--- config.mk ---
export PLATFORM = sky130hd
export DESIGN_NAME = chg_guard
export DESIGN_NICKNAME = d
export VERILOG_FILES = /design/src/rtl/chg_guard_pkg.sv /design/src/rtl/chg_guard_decode.sv /design/src/rtl/chg_guard_window.sv /design/src/rtl/chg_guard_viol.sv /design/src/rtl/chg_guard.sv
export SDC_FILE = /design/constraint.sdc
export NUM_CORES = 1
export LEC_CHECK = 0
export ABC_AREA = 1
export BUFFER_PORTS_ARGS = -buffer_cell sky130_fd_sc_hd__buf_2
export CORE_MARGIN = 5
export CORE_UTILIZATION = 37
export CTS_CLUSTER_SIZE = 16
export DETAILED_ROUTE_END_ITERATION = 10
export PLACE_DENSITY = 0.64
export SLEW_MARGIN = 20
export SYNTH_ARGS = -nofsm -noshare
export SYNTH_HDL_FRONTEND = slang
export SYNTH_SLANG_ARGS = --single-unit
--- constraint.sdc ---
create_clock -name clk -period 2.25 [get_ports clk]
set_clock_uncertainty 0.05 [all_clocks]
set_input_delay 0.5625 -clock clk [delete_from_list [all_inputs] [get_ports clk]]
set_output_delay 0.5625 -clock clk [all_outputs]
set_load 0.05 [all_outputs]
--- src/rtl/chg_guard_pkg.sv ---
package chg_guard_pkg;
  localparam int KEY_W = 8;

  typedef enum logic [1:0] {
    WIN_NONE = 2'd0,
    WIN_REG  = 2'd1,
    WIN_PROG = 2'd2
  } win_t;

  // Map a written key value onto the window it selects.
  function automatic win_t key_to_win(input logic [KEY_W-1:0] d,
                                      input logic [KEY_W-1:0] sig_reg,
                                      input logic [KEY_W-1:0] sig_prog);
    win_t w;
    w = WIN_NONE;
    if (d == sig_reg)  w = WIN_REG;
    if (d == sig_prog) w = WIN_PROG;
    return w;
  endfunction

  // Read-back status bit for a given bit position.
  function automatic logic status_bit(input win_t m, input int pos);
    logic b;
    b = 1'b0;
    if (pos == 0) b = (m == WIN_REG);
    if (pos == 1) b = (m == WIN_PROG);
    return b;
  endfunction
endpackage

--- src/rtl/chg_guard_decode.sv ---
module chg_guard_decode
  import chg_guard_pkg::*;
#(
  parameter logic [KEY_W-1:0] SIG_REG  = 8'hD8,
  parameter logic [KEY_W-1:0] SIG_PROG = 8'h9D
) (
  input  logic             key_we,
  input  logic [KEY_W-1:0] key_wdata,
  output win_t             sel,
  output logic             hit
);
  win_t dec;

  always_comb begin
    dec = key_to_win(key_wdata, SIG_REG, SIG_PROG);
    sel = dec;
    hit = key_we && (dec != WIN_NONE);
  end
endmodule

--- src/rtl/chg_guard_window.sv ---
module chg_guard_window
  import chg_guard_pkg::*;
#(
  parameter int WINDOW_LEN = 4
) (
  input  logic clk,
  input  logic rst_n,
  input  logic hit,
  input  win_t sel,
  input  logic instr_retire,
  input  logic prot_reg_wr,
  input  logic prot_prog_exec,
  output win_t mode,
  output logic early_close,
  output logic expire
);
  localparam int CNT_W = $clog2(WINDOW_LEN + 1);

  win_t             mode_q;
  logic [CNT_W-1:0] left_q;

  always_comb begin
    early_close = ((mode_q == WIN_REG)  && prot_reg_wr) ||
                  ((mode_q == WIN_PROG) && prot_prog_exec);
    expire      = (mode_q != WIN_NONE) && instr_retire && (left_q == CNT_W'(1));
  end

  always_ff @(posedge clk) begin
    if (!rst_n) begin
      mode_q <= WIN_NONE;
      left_q <= '0;
    end else if (hit) begin
      mode_q <= sel;
      left_q <= CNT_W'(WINDOW_LEN);
    end else if (early_close || expire) begin
      mode_q <= WIN_NONE;
      left_q <= '0;
    end else if ((mode_q != WIN_NONE) && instr_retire) begin
      left_q <= left_q - CNT_W'(1);
    end
  end

  assign mode = mode_q;
endmodule

--- src/rtl/chg_guard_viol.sv ---
module chg_guard_viol
  import chg_guard_pkg::*;
(
  input  logic clk,
  input  logic rst_n,
  input  win_t mode,
  input  logic prot_reg_wr,
  output logic blocked,
  output logic violation
);
  assign blocked = prot_reg_wr && (mode != WIN_REG);

  always_ff @(posedge clk) begin
    if (!rst_n) violation <= 1'b0;
    else        violation <= blocked;
  end
endmodule

--- src/rtl/chg_guard.sv ---
module chg_guard
  import chg_guard_pkg::*;
#(
  parameter int                WINDOW_LEN = 4,
  parameter logic [KEY_W-1:0]  SIG_REG    = 8'hD8,
  parameter logic [KEY_W-1:0]  SIG_PROG   = 8'h9D
) (
  input  logic             clk,
  input  logic             rst_n,
  input  logic             key_we,
  input  logic [KEY_W-1:0] key_wdata,
  input  logic             instr_retire,
  input  logic             prot_reg_wr,
  input  logic             prot_prog_exec,
  output logic [KEY_W-1:0] key_rdata,
  output logic             reg_unlock,
  output logic             prog_unlock,
  output logic             irq_mask,
  output logic             reg_violation
);
  win_t sel;
  win_t mode;
  logic key_hit;
  logic early_close;
  logic win_expire;
  logic reg_blocked;

  chg_guard_decode #(.SIG_REG(SIG_REG), .SIG_PROG(SIG_PROG)) i_decode (
    .key_we    (key_we),
    .key_wdata (key_wdata),
    .sel       (sel),
    .hit       (key_hit)
  );

  chg_guard_window #(.WINDOW_LEN(WINDOW_LEN)) i_window (
    .clk            (clk),
    .rst_n          (rst_n),
    .hit            (key_hit),
    .sel            (sel),
    .instr_retire   (instr_retire),
    .prot_reg_wr    (prot_reg_wr),
    .prot_prog_exec (prot_prog_exec),
    .mode           (mode),
    .early_close    (early_close),
    .expire         (win_expire)
  );

  chg_guard_viol i_viol (
    .clk         (clk),
    .rst_n       (rst_n),
    .mode        (mode),
    .prot_reg_wr (prot_reg_wr),
    .blocked     (reg_blocked),
    .violation   (reg_violation)
  );

  for (genvar b = 0; b < KEY_W; b++) begin : g_rd
    assign key_rdata[b] = status_bit(mode, b);
  end

  assign reg_unlock  = (mode == WIN_REG);
  assign prog_unlock = (mode == WIN_PROG);
  assign irq_mask    = (mode != WIN_NONE);
endmodule

Word level (Yosys, flattened, before mapping)
Index checks and enable logic that the tools add are counted.

Register bits: 6. Bits of input ports: 14. Output and inout port bits: 12. Logic and storage cells: 32.

$add $sub $neg: 1. Eq/ne operators: 6. Muxes and demuxes: 7. Bitwise operators: 1. Reductions and logical operators: 13.

Operators by type and width (count): 8-bit == test, second input constant (2); 3-bit two-way mux (3); 1-bit logical AND (6); 2-bit two-way mux (3); 2-bit nonzero test (3); 3-bit by 1-bit == test with 1-bit output, second input constant (1); 3-bit nonzero test (1); 3-bit OR reduction (1); 3-bit by 1-bit subtractor with 3-bit output, second input constant (1); 2-bit by 1-bit == test with 1-bit output, second input constant (1); 2-bit == test, second input constant (1); 1-bit logical OR (2); 2-bit by 1-bit != test with 1-bit output, second input constant (1); 1-bit two-way mux (1); 1-bit inverter (1).

Logic depth before layout (Yosys ltp)
Gate-level depths: netlist of run 1.

Word-level depth: 6. Gate-level depth with buffers: 8. Gate-level depth less buffers: 8.

By module
From an unflattened synthesis of run 1, not the netlist that was laid out.

Cells, all modules: 88. Area, all modules: 534.3 um2.

Modules (own cells, without submodules): chg_guard_window (times used 1, cells each 45, area an instance 309.0 um2, seq. area each 100.1 um2); chg_guard_decode (times used 1, cells each 22, area an instance 92.6 um2, seq. area each 0.0 um2); chg_guard (times used 1, cells each 14, area an instance 82.6 um2, seq. area each 0.0 um2); chg_guard_viol (times used 1, cells each 7, area an instance 50.0 um2, seq. area each 20.0 um2).

Least setup slack after synthesis of run 1
OpenSTA, ideal clock, no wires.

Path kind: flip-flop to output port. Start point: register i_window.mode_q[0] (netlist: i_window.mode[0]). End point: output key_rdata[0]. Arrival time: 1.486 ns. Data required time: 1.637 ns. Slack: 0.152 ns. Cell stages (with the launch flop): 4. Cells stage by stage: dfxtp_1 -> inv_2 -> nor2_1 -> buf_4.

Word-level cells in the longest chain between the ends: 1.

Ends and longest elaborated chain: start, declared (line chg_guard_window.sv:19) `win_t mode_q;`; start signal, assigned (line chg_guard_window.sv:33) `mode_q <= sel;`; 2-bit by 1-bit == test with 1-bit output; end, declared (line chg_guard.sv:15) `output logic [KEY_W-1:0] key_rdata,`.

Every way passes these cells.

Worst setup path after layout of run 1
Start point: register i_window.mode_q[0] (netlist: i_window.mode[0]). End point: output key_rdata[0].

Word-level cells in the longest chain between the ends: 1.

Ends and longest elaborated chain: 2-bit by 1-bit == test with 1-bit output (line chg_guard_pkg.sv:25) `if (pos == 0) b = (m == WIN_REG);`.

Every way passes these cells.

==> impl_metrics.yaml, run 1 <==
layout:
  antenna_cells: 0
  layout_common_cells: "buf_2 (19), nand2_1 (18), nor2_1 (12)"
  syn_to_final_growth_pct: 19.7
  layout-drive-gt1-share: 0.289
  nets: 115
  stdcell_area_um2: 578
  final_common_cell: "buf_2"
global_routing:
  first_global_vias: 398
  grt_pass1_wl_um: 1440
  grt.total_usage: 0.0946
  grt_max_degree: 6
  antenna_found_initial: 0
  grt_overflow_total: 0
clock_tree:
  cts_max_level: 1
  postCtsResizedCells: 0
  ctsHoldBuffers: 0
  numCtsBuffers: 3
  cts_root_buf: "clkbuf_4"
  postCtsSetupBuffers: 0
  cts_tree: "done"
  clock_path_buffers: 2
  clock-sinks: 6
  clkTransAtPathRegs_ns: 0.04
  insertion_delay_ns: 0.24
worst_setup_path:
  r2r_setup_slack_ns: 1.11
  cp_slowest_cell: "dfxtp_1"
  crit_required_ns: 1.64
  critPathCaptureType: "primary output"
  critPathBufInv: 2
  crit_chain: "inv_2 -> nor2_1 -> buf_2"
  worstSetupPathType: "flip-flop to primary output"
  startpoint_type: "flip-flop"
  reg2regPathDepth: 7
  reg2reg_to: "i_window.left_q[2]$_SDFFE_PN0P_"
  critPathMaxStageDelay_ns: 0.42
  cp_top_family: "flip-flops"
  crit_fanout: 5
  r2r_start: "i_window.left_q[1]$_SDFFE_PP0P_"
  critical_path_arrival_ns: 1.19
job:
  maxCapViolations: 0
floorplan:
  dieArea_um2: 2130
  die_w_um: 46.1
  num_io_pins: 26
  placementRows: 13
  start_util: 0.381
  core-area_um2: 1270
  die_h_um: 46.1
yosys:
  ys_types: 18
  synthCells: 78
  yosys_warnings: 0
  synthTopCellsByArea: "dfxtp_1 (25%), nand2_1 (14%), buf_4 (12%)"
  yosysTopAreaCellShare: 0.249
  yosysTopAreaCell: "dfxtp_1"
  yosysSeqAreaShare: 0.249
  ys_ff_latch: 6
  syn-cell-area_um2: 483
  syn_area_per_cell_um2: 6.19
min_path:
  hp-class: "flip-flop to flip-flop"
  hold_path_end: "i_window.mode[1]$_SDFFE_PN0P_"
  holdPathStages: 2
  worstHoldStart: "i_window.mode[1]$_SDFFE_PN0P_"
place:
  place_congestion: 0.774
  dp.final_hpwl_um: 779
  dpl_cell_area_um2: 556
  port_buffers: 19
power_and_ir_drop:
  irDropWorstVdd_v: 0.000169
  power.total_w: 0.000258
  p_leak_nw: 0.320
  pwr_density_cell_nw_per_um2: 446
timing:
  setup_violations: 0
  fmax_mhz: 554
  final-max-slew-violation-count: 0
  finalHoldViolations: 0
  rsz0062_at_grt: "no"
  setup_tns_ns: 0
  fin_crit_sh: 0.803
  min_period_ns: 1.81
drt:
  via_count: 471
  drc: 0
  drtIter0Drc: 4
  wire_per_inst_um: 8.03
  viasPerCell: 4.21
  antenna_left: 0
  wl_um: 899
  drt_first_pass_iters: 3
status:
  outcome: "finished, final reports clean"
-- worst max path at each step --
stage                                             start            to  slack [ns]  cells past startpoint
after global placement    i_window.mode[0]$_SDFFE_PN0P_    reg_unlock        0.76                      3
after detailed placement  i_window.mode[0]$_SDFFE_PN0P_  key_rdata[0]        0.68                      3
final                     i_window.mode[0]$_SDFFE_PN0P_  key_rdata[0]        0.44                      3
after CTS                 i_window.mode[0]$_SDFFE_PN0P_  key_rdata[0]        0.42                      3
after floorplan           i_window.mode[0]$_SDFFE_PN0P_  key_rdata[0]        0.15                      3
after global routing      i_window.mode[0]$_SDFFE_PN0P_  key_rdata[0]        0.35                      3
-- registers in the layout (all words and copies together) (netlist names) --
register and cells:
i_window.mode 2, i_window.left_q 3, i_viol.violation 1
-- per-layer routing --
metal,wire length (um),up-vias,share of wire,global-route usage
li1,-,262,-,-
met1,382,187,0.42,0.112
met2,387,20,0.43,0.140
met3,108,2,0.12,0.00781
met4,21,0,0.023,0.102
met5,0,-,0,0
-- power breakdown --
group / leakage [nW] / switching [W] / total (W) / internal [W]
logic: 0.257 / 0.0000410 / 0.0000555 / 0.0000145
registers: 0.0486 / 0.000000401 / 0.000108 / 0.000108
clock network: 0.0138 / 0.0000340 / 0.0000940 / 0.0000600
total: 0.320 / 0.0000755 / 0.000258 / 0.000183
-- cells in the mapped netlist --
cell      instances
ha_1              2
nand3_1           7
a21oi_1           1
xor2_1            1
nand2_2           2
nor2_1           12
dfxtp_1           6
buf_4             8
inv_2             2
inv_1            11
o21ai_2           1
nand2_1          18
o21ai_0           1
clkinv_1          1
conb_1            1
nor3_1            1
nand4_1           2
nor3_4            1
-- final cells by class --
cell class,instances,area (um2)
clock buffers,3,22.5
fillers,141,691
inverters,14,52.6
multi-input cells,55,269
flip-flops and latches,6,120
well taps,15,18.8
repair buffers,19,95.1
-- stage by stage --
step / hold slack (ns) / util / setup WS, ns / instances
after CTS: 0.490 / 0.456 / 0.419 / 112
final: 0.486 / 0.456 / 0.444 / 112
after detailed placement: 0.478 / 0.438 / 0.681 / 109
after floorplan: 0.453 / - / 0.152 / 83
after global placement: 0.477 / 0.438 / 0.757 / 109
after global routing: 0.520 / 0.456 / 0.352 / 112
-- kinds of logic after synthesis --
family / Yosys count / share of synthesized area
AO/OA/AOI/OAI: 3 / 0.0388
XOR/XNOR: 1 / 0.0181
adder cells (fa/ha/maj): 2 / 0.0518
buffers and inverters: 22 / 0.233
flip-flops: 6 / 0.249
other: 1 / 0.00776
AND/OR/NAND/NOR: 43 / 0.402
-- worst register-to-register path, delay by kind of cell, from the launching register on --
| family | cells | cell delay (ns) |
|---|---|---|
| adder cells (fa/ha/maj) | 1 | 0.14 |
| buffers and inverters | 1 | 0.07 |
| AO/OA/AOI/OAI | 1 | 0.06 |
| flip-flops | 1 | 0.30 |
| AND/OR/NAND/NOR | 4 | 0.41 |
Power figures use the tool's default switching activity.
==> inputs of run 2 (changes only) <==
- PLACE_DENSITY: 0.64 -> 0.67
- clock period: 2.25 -> 1.5 ns (I/O delays scaled with it)
==> run 2 against run 1 <==
Against the previous run:
- clock power up 47%
- cell count did not move
- register-to-register slack worse by 0.74 ns
- sequential power is 51% higher
- wire length rose by 7.1%
==> impl_metrics.yaml, run 2 (synthesis results as in run 1) <==
status:
  outcome: "finished, final reports clean"
drt:
  drt_first_pass_iters: 4
  wl_um: 963
  via_count: 498
  antenna_left: 0
  drc: 0
  drtIter0Drc: 4
  viasPerCell: 4.45
  wire_per_inst_um: 8.60
timing:
  fmax_mhz: 702
  min_period_ns: 1.42
  setup_violations: 0
  rsz0062_at_grt: "yes"
  finalHoldViolations: 0
  final-max-slew-violation-count: 0
  setup_tns_ns: 0
  fin_crit_sh: 0.949
place:
  port_buffers: 19
  dp.final_hpwl_um: 877
  place_inst: 109
  place_congestion: 0.772
power_and_ir_drop:
  p_comb_frac: 0.220
  pwr_density_cell_nw_per_um2: 644
  seq_power_share: 0.422
  power.switching_w: 0.000111
  p_int_w: 0.000274
  p_leak_nw: 0.318
  clkPwrFrac: 0.358
  p_sw_frac: 0.289
  irDropWorstVdd_v: 0.000300
layout:
  syn_to_final_growth_pct: 23.8
  largest_reg_flops: 3
  nets: 115
  largest_register: "i_window.left_q"
  antenna_cells: 0
  final_cells: 112
  layout_common_cells: "nand2_1 (18), buf_2 (14), inv_1 (11)"
  layout-drive-gt1-share: 0.330
  final_common_cell: "nand2_1"
  final_util: 0.471
floorplan:
  dieArea_um2: 2130
  die_h_um: 46.1
  num_io_pins: 26
  core-area_um2: 1270
  start_util: 0.381
  placementRows: 13
  die_w_um: 46.1
global_routing:
  grt.total_usage: 0.103
  grt_max_degree: 6
  gr-usage-met2: 0.181
  use_met1: 0.112
  first_global_vias: 473
  grt_overflow_total: 0
  met3_usage: 0.00781
  grt_pass1_wl_um: 1660
  antenna_found_initial: 0
  busiest_layer: "met2"
clock_tree:
  ctsHoldBuffers: 0
  cts_tree: "done"
  clkTransAtPathRegs_ns: 0.04
  clock_path_buffers: 2
  insertion_delay_ns: 0.23
  numCtsBuffers: 3
  cts_max_level: 1
  clock-sinks: 6
  cts_root_buf: "clkbuf_4"
  postCtsSetupBuffers: 0
worst_setup_path:
  cp_top_family: "flip-flops"
  critPathCaptureType: "primary output"
  r2r_setup_slack_ns: 0.37
  r2r_start: "i_window.left_q[1]$_SDFFE_PP0P_"
  worstSetupPathType: "flip-flop to primary output"
  startpoint_type: "flip-flop"
  critical_path_arrival_ns: 1.00
  reg2regPathDepth: 7
  critPathBufInv: 2
  critPathMaxStageDelay_ns: 0.37
  cp_slowest_cell: "dfxtp_2"
  reg2reg_to: "i_window.mode[0]$_SDFFE_PN0P_"
  crit_fanout: 5
  crit_required_ns: 1.07
  crit_chain: "inv_2 -> nor2_2 -> buf_4"
min_path:
  hp-class: "primary input to flip-flop"
  hold_path_end: "i_viol.violation$_SDFF_PN0_"
  holdPathStages: 3
  worstHoldStart: "prot_reg_wr"
job:
  maxCapViolations: 0
## run 2: cell count changes in the layout (fill, tap and decap cells not counted)
cell,before,now
clkbuf_4,3,5
buf_2,19,14
nor2_2,0,2
dfxtp_2,0,2
buf_4,0,3
nor2_1,12,10
dfxtp_1,6,4
## run 2: worst min-delay path, delay by kind of cell
family	cells	cell delay (ns)
and+or+nand+nor	2	0.09
buffers and inverters	1	0.11
## run 2: what timing repair did
item | CTS | global route
endpoints found under the setup margin | 5 | 5
hold endpoints to repair | 0 | 0
cloned | 0 | 0
gates resized for setup | 4 | 3
## run 2: power groups by stage
| stage | sequential (W) | combinational (W) | clock [W] |
|---|---|---|---|
| 2_1_floorplan | 0.000171 | 0.0000657 | 0 |
| 3_3_place_gp | 0.000165 | 0.0000828 | 0 |
| 3_5_place_dp | 0.000165 | 0.0000841 | 0 |
| 4_1_cts | 0.000163 | 0.0000845 | 0.000145 |
| 5_1_grt | 0.000162 | 0.0000924 | 0.000154 |
| 6_report | 0.000163 | 0.0000846 | 0.000138 |
## run 2: layer usage
| metal | vias to the layer above | part of all wire |
|---|---|---|
| met4 | 0 | 0 |
| met1 | 216 | 0.39 |
| li1 | 263 | - |
| met3 | 0 | 0.10 |
| met2 | 19 | 0.50 |
| met5 | - | 0 |
## run 2: layout make-up
class                      count  area [um2]
timing repair buffer          19         108
multi-input combinational     55         274
clock buffer                   3        22.5
tap                           15        18.8
inverter                      14        52.6
sequential                     6         123
fill                         156         671
## run 2: how the worst max path moves through the flow
stage | from | cells after the start | endpoint
6_report | i_window.mode[0]$_SDFFE_PN0P_ | 3 | key_rdata[0]
5_1_grt | i_window.mode[0]$_SDFFE_PN0P_ | 3 | key_rdata[0]
4_1_cts | i_window.mode[1]$_SDFFE_PN0P_ | 3 | key_rdata[1]
3_5_place_dp | i_window.mode[0]$_SDFFE_PN0P_ | 3 | key_rdata[0]
3_3_place_gp | i_window.mode[0]$_SDFFE_PN0P_ | 3 | reg_unlock
2_1_floorplan | i_window.mode[0]$_SDFFE_PN0P_ | 3 | key_rdata[0]
## run 2: metrics by stage
stage | setup WS [ns] | power (W) | hold WS, ns | area (um2)
after detailed placement | 0.194 | 0.000250 | 0.494 | 561
after CTS | -0.0155 | 0.000392 | 0.333 | 592
after floorplan | -0.146 | 0.000236 | 0.444 | 507
after global placement | 0.228 | 0.000248 | 0.482 | 561
final | 0.0759 | 0.000385 | 0.339 | 598
after global routing | -0.0128 | 0.000409 | 0.370 | 598
==> inputs of run 3 (changes only) <==
- ABC_AREA: 1 -> not set
- CORE_AREA: not set -> 2 2 39 41
- CORE_MARGIN: 5 -> not set
- CORE_UTILIZATION: 37 -> not set
- DIE_AREA: not set -> 0 0 41 43
- PLACE_DENSITY: 0.67 -> 0.62
- REMOVE_ABC_BUFFERS: not set -> 1
==> run 3 against run 2 <==
Against the previous run:
- count of clock-buffer cells in the layout stayed put
- wire length shrank 8.8%
- via count is 18% lower
- critical endpoint is now irq_mask
- largest cell class unchanged
- highest routed layer is now met4
==> impl_metrics.yaml, run 3 <==
global_routing:
  grt.total_usage: 0.120
  gr-usage-met2: 0.181
  met3_usage: 0.0366
  grt_pass1_wl_um: 1410
  first_global_vias: 366
  grt_max_degree: 8
  use_met1: 0.127
  grt_overflow_total: 0
  antenna_found_initial: 0
  busiest_layer: "met2"
worst_setup_path:
  reg2regPathDepth: 4
  critPathMaxStageDelay_ns: 0.35
  cp_top_family: "flip-flops"
  startpoint_type: "flip-flop"
  critPathBufInv: 1
  crit_fanout: 7
  critPathCaptureType: "primary output"
  crit_required_ns: 1.07
  critical_path_arrival_ns: 1.05
  crit_chain: "or2_2 -> buf_6"
  cp_slowest_cell: "dfxtp_2"
  cp.depth: 2
  worstSetupPathType: "flip-flop to primary output"
power_and_ir_drop:
  irDropWorstVdd_v: 0.000268
  p_leak_nw: 0.275
  pwr_density_cell_nw_per_um2: 684
yosys:
  yosysSeqAreaShare: 0.272
  async_flop_share: 0
  synthTopCellsByArea: "dfxtp_1 (27%), buf_4 (14%), nand2_1 (5.9%)"
  synthCells: 54
  yosysTopAreaCell: "dfxtp_1"
  synth_common_cells: "buf_4 (8), nand2_1 (7), nor2_1 (7)"
  ys_ff_latch: 6
  synth_top_family_by_area: "simple AND/OR/NAND/NOR gates"
  ys_types: 24
  synth_fa_ha_area_frac: 0.0567
  syn_area_per_cell_um2: 8.18
  syn-cell-area_um2: 442
  synth-edff-count: 0
  synth-xor-area-share: 0.0198
  synth.area.mux_share: 0.0227
  yosysTopAreaCellShare: 0.272
  yosys_warnings: 0
  synth_most_common_cell: "buf_4"
  synth_flop_cell: "dfxtp_1"
  synth_compound_area_frac: 0.147
  synth-simple-area-share: 0.303
place:
  dp.final_hpwl_um: 700
  dpl_cell_area_um2: 515
  dp_slack_ns: 0.120
  place_congestion: 0.747
  port_buffers: 19
timing:
  final-max-slew-violation-count: 0
  fmax_mhz: 676
  min_period_ns: 1.48
  setup_ws_ns: 0.0203
  finalHoldViolations: 0
  fin_crit_sh: 0.986
  rsz0062_at_grt: "yes"
  setup_violations: 0
drt:
  drtIter0Drc: 7
  viasPerCell: 4.58
  wl_um: 878
  drt_first_pass_iters: 3
  antenna_left: 0
  wire_per_inst_um: 9.87
  via_count: 408
  drc: 0
layout:
  nets: 91
  final_common_cell: "buf_2"
  layout-drive-gt1-share: 0.438
  syn_to_final_growth_pct: 30.6
  largest_reg_flops: 3
  largest_register: "i_window.left_q"
  layout_common_cells: "buf_2 (14), nand2_1 (7), nor2_1 (6), conb_1 (6), buf_6 (5)"
  filler_cell_count: 145
  antenna_cells: 0
  stdcell_area_um2: 577
clock_tree:
  cts_tree: "done"
  postCtsSetupBuffers: 0
  clkTransAtPathRegs_ns: 0.05
  cts_max_level: 1
  insertion_delay_ns: 0.25
  postCtsResizedCells: 11
  clock_path_buffers: 2
  clock-sinks: 6
  cts_root_buf: "clkbuf_4"
  numCtsBuffers: 3
  ctsHoldBuffers: 0
floorplan:
  num_io_pins: 26
  placementRows: 14
  die_w_um: 41
  core-area_um2: 1380
  dieArea_um2: 1760
  die_h_um: 43
  start_util: 0.319
job:
  maxCapViolations: 0
min_path:
  hp-class: "primary input to flip-flop"
  holdPathStages: 3
status:
  outcome: "finished, final reports clean"
run 3: cell count changes after synthesis, moves of 2 or more:
cell / previous run / this run
inv_2: 2 / 0
o22ai_1: 0 / 2
nand3_1: 7 / 1
inv_1: 11 / 4
nand3b_1: 0 / 2
nand2_1: 18 / 7
nor2_1: 12 / 7
nand2_2: 2 / 0
run 3: layout make-up:
class | count | area, um2 | share of cell area
Inverter | 4 | 15.0 | 0.0260
Sequential cell | 6 | 123 | 0.213
Clock buffer | 3 | 22.5 | 0.0390
Tap cell | 16 | 20.0 | 0.0347
Multi-Input combinational cell | 41 | 270 | 0.469
Timing Repair Buffer | 19 | 126 | 0.219
run 3: worst paths after layout:
check	start	endpoint	slack (ns)
setup reg to reg	i_window.mode[1]$_SDFFE_PN0P_	i_window.left_q[1]$_SDFFE_PP0P_	0.30
hold / removal	prot_reg_wr	i_viol.violation$_SDFF_PN0_	0.30
hold reg to reg	i_window.left_q[1]$_SDFFE_PP0P_	i_window.left_q[1]$_SDFFE_PP0P_	0.48
setup / recovery	i_window.mode[1]$_SDFFE_PN0P_	irq_mask	0.02
run 3: kinds of logic after synthesis:
kind of cell,count (synthesis)
AND/OR/NAND/NOR,24
AO/OA/AOI/OAI,7
buffers and inverters,12
other,1
XOR/XNOR,1
adder cells (fa/ha/maj),2
flip-flops,6
multiplexers,1
run 3: power breakdown:
group          internal (W)  leakage [nW]   total, W  switching (W)
combinational     0.0000215         0.212  0.0000792      0.0000576
clock             0.0000908        0.0138   0.000153      0.0000620
sequential         0.000162        0.0496   0.000162    0.000000615
run 3: routing by layer:
layer  up-vias  wire, um  part of all wire
met1       179       366              0.42
li1        210         -                 -
met3         2        50             0.057
met4         0        19             0.022
met2        17       442              0.50
met5         -         0                 0
run 3: through the flow:
step	hold slack, ns	setup TNS [ns]	std cells	util	power (W)
floorplan	0.439	-3.19	51	-	0.000219
finish	0.303	0	89	0.417	0.000394
global placement	0.459	0	86	0.373	0.000243
detailed placement	0.469	0	86	0.373	0.000244
global route	0.312	-0.0629	89	0.417	0.000416
CTS	0.295	0	89	0.410	0.000401
run 3: worst register-to-register path, cell delays in order (launching register included):
cell and delay (ns):
dfxtp_2 0.35, o21a_2 0.26, nand3b_1 0.14, nand3b_2 0.12, a211oi_2 0.20
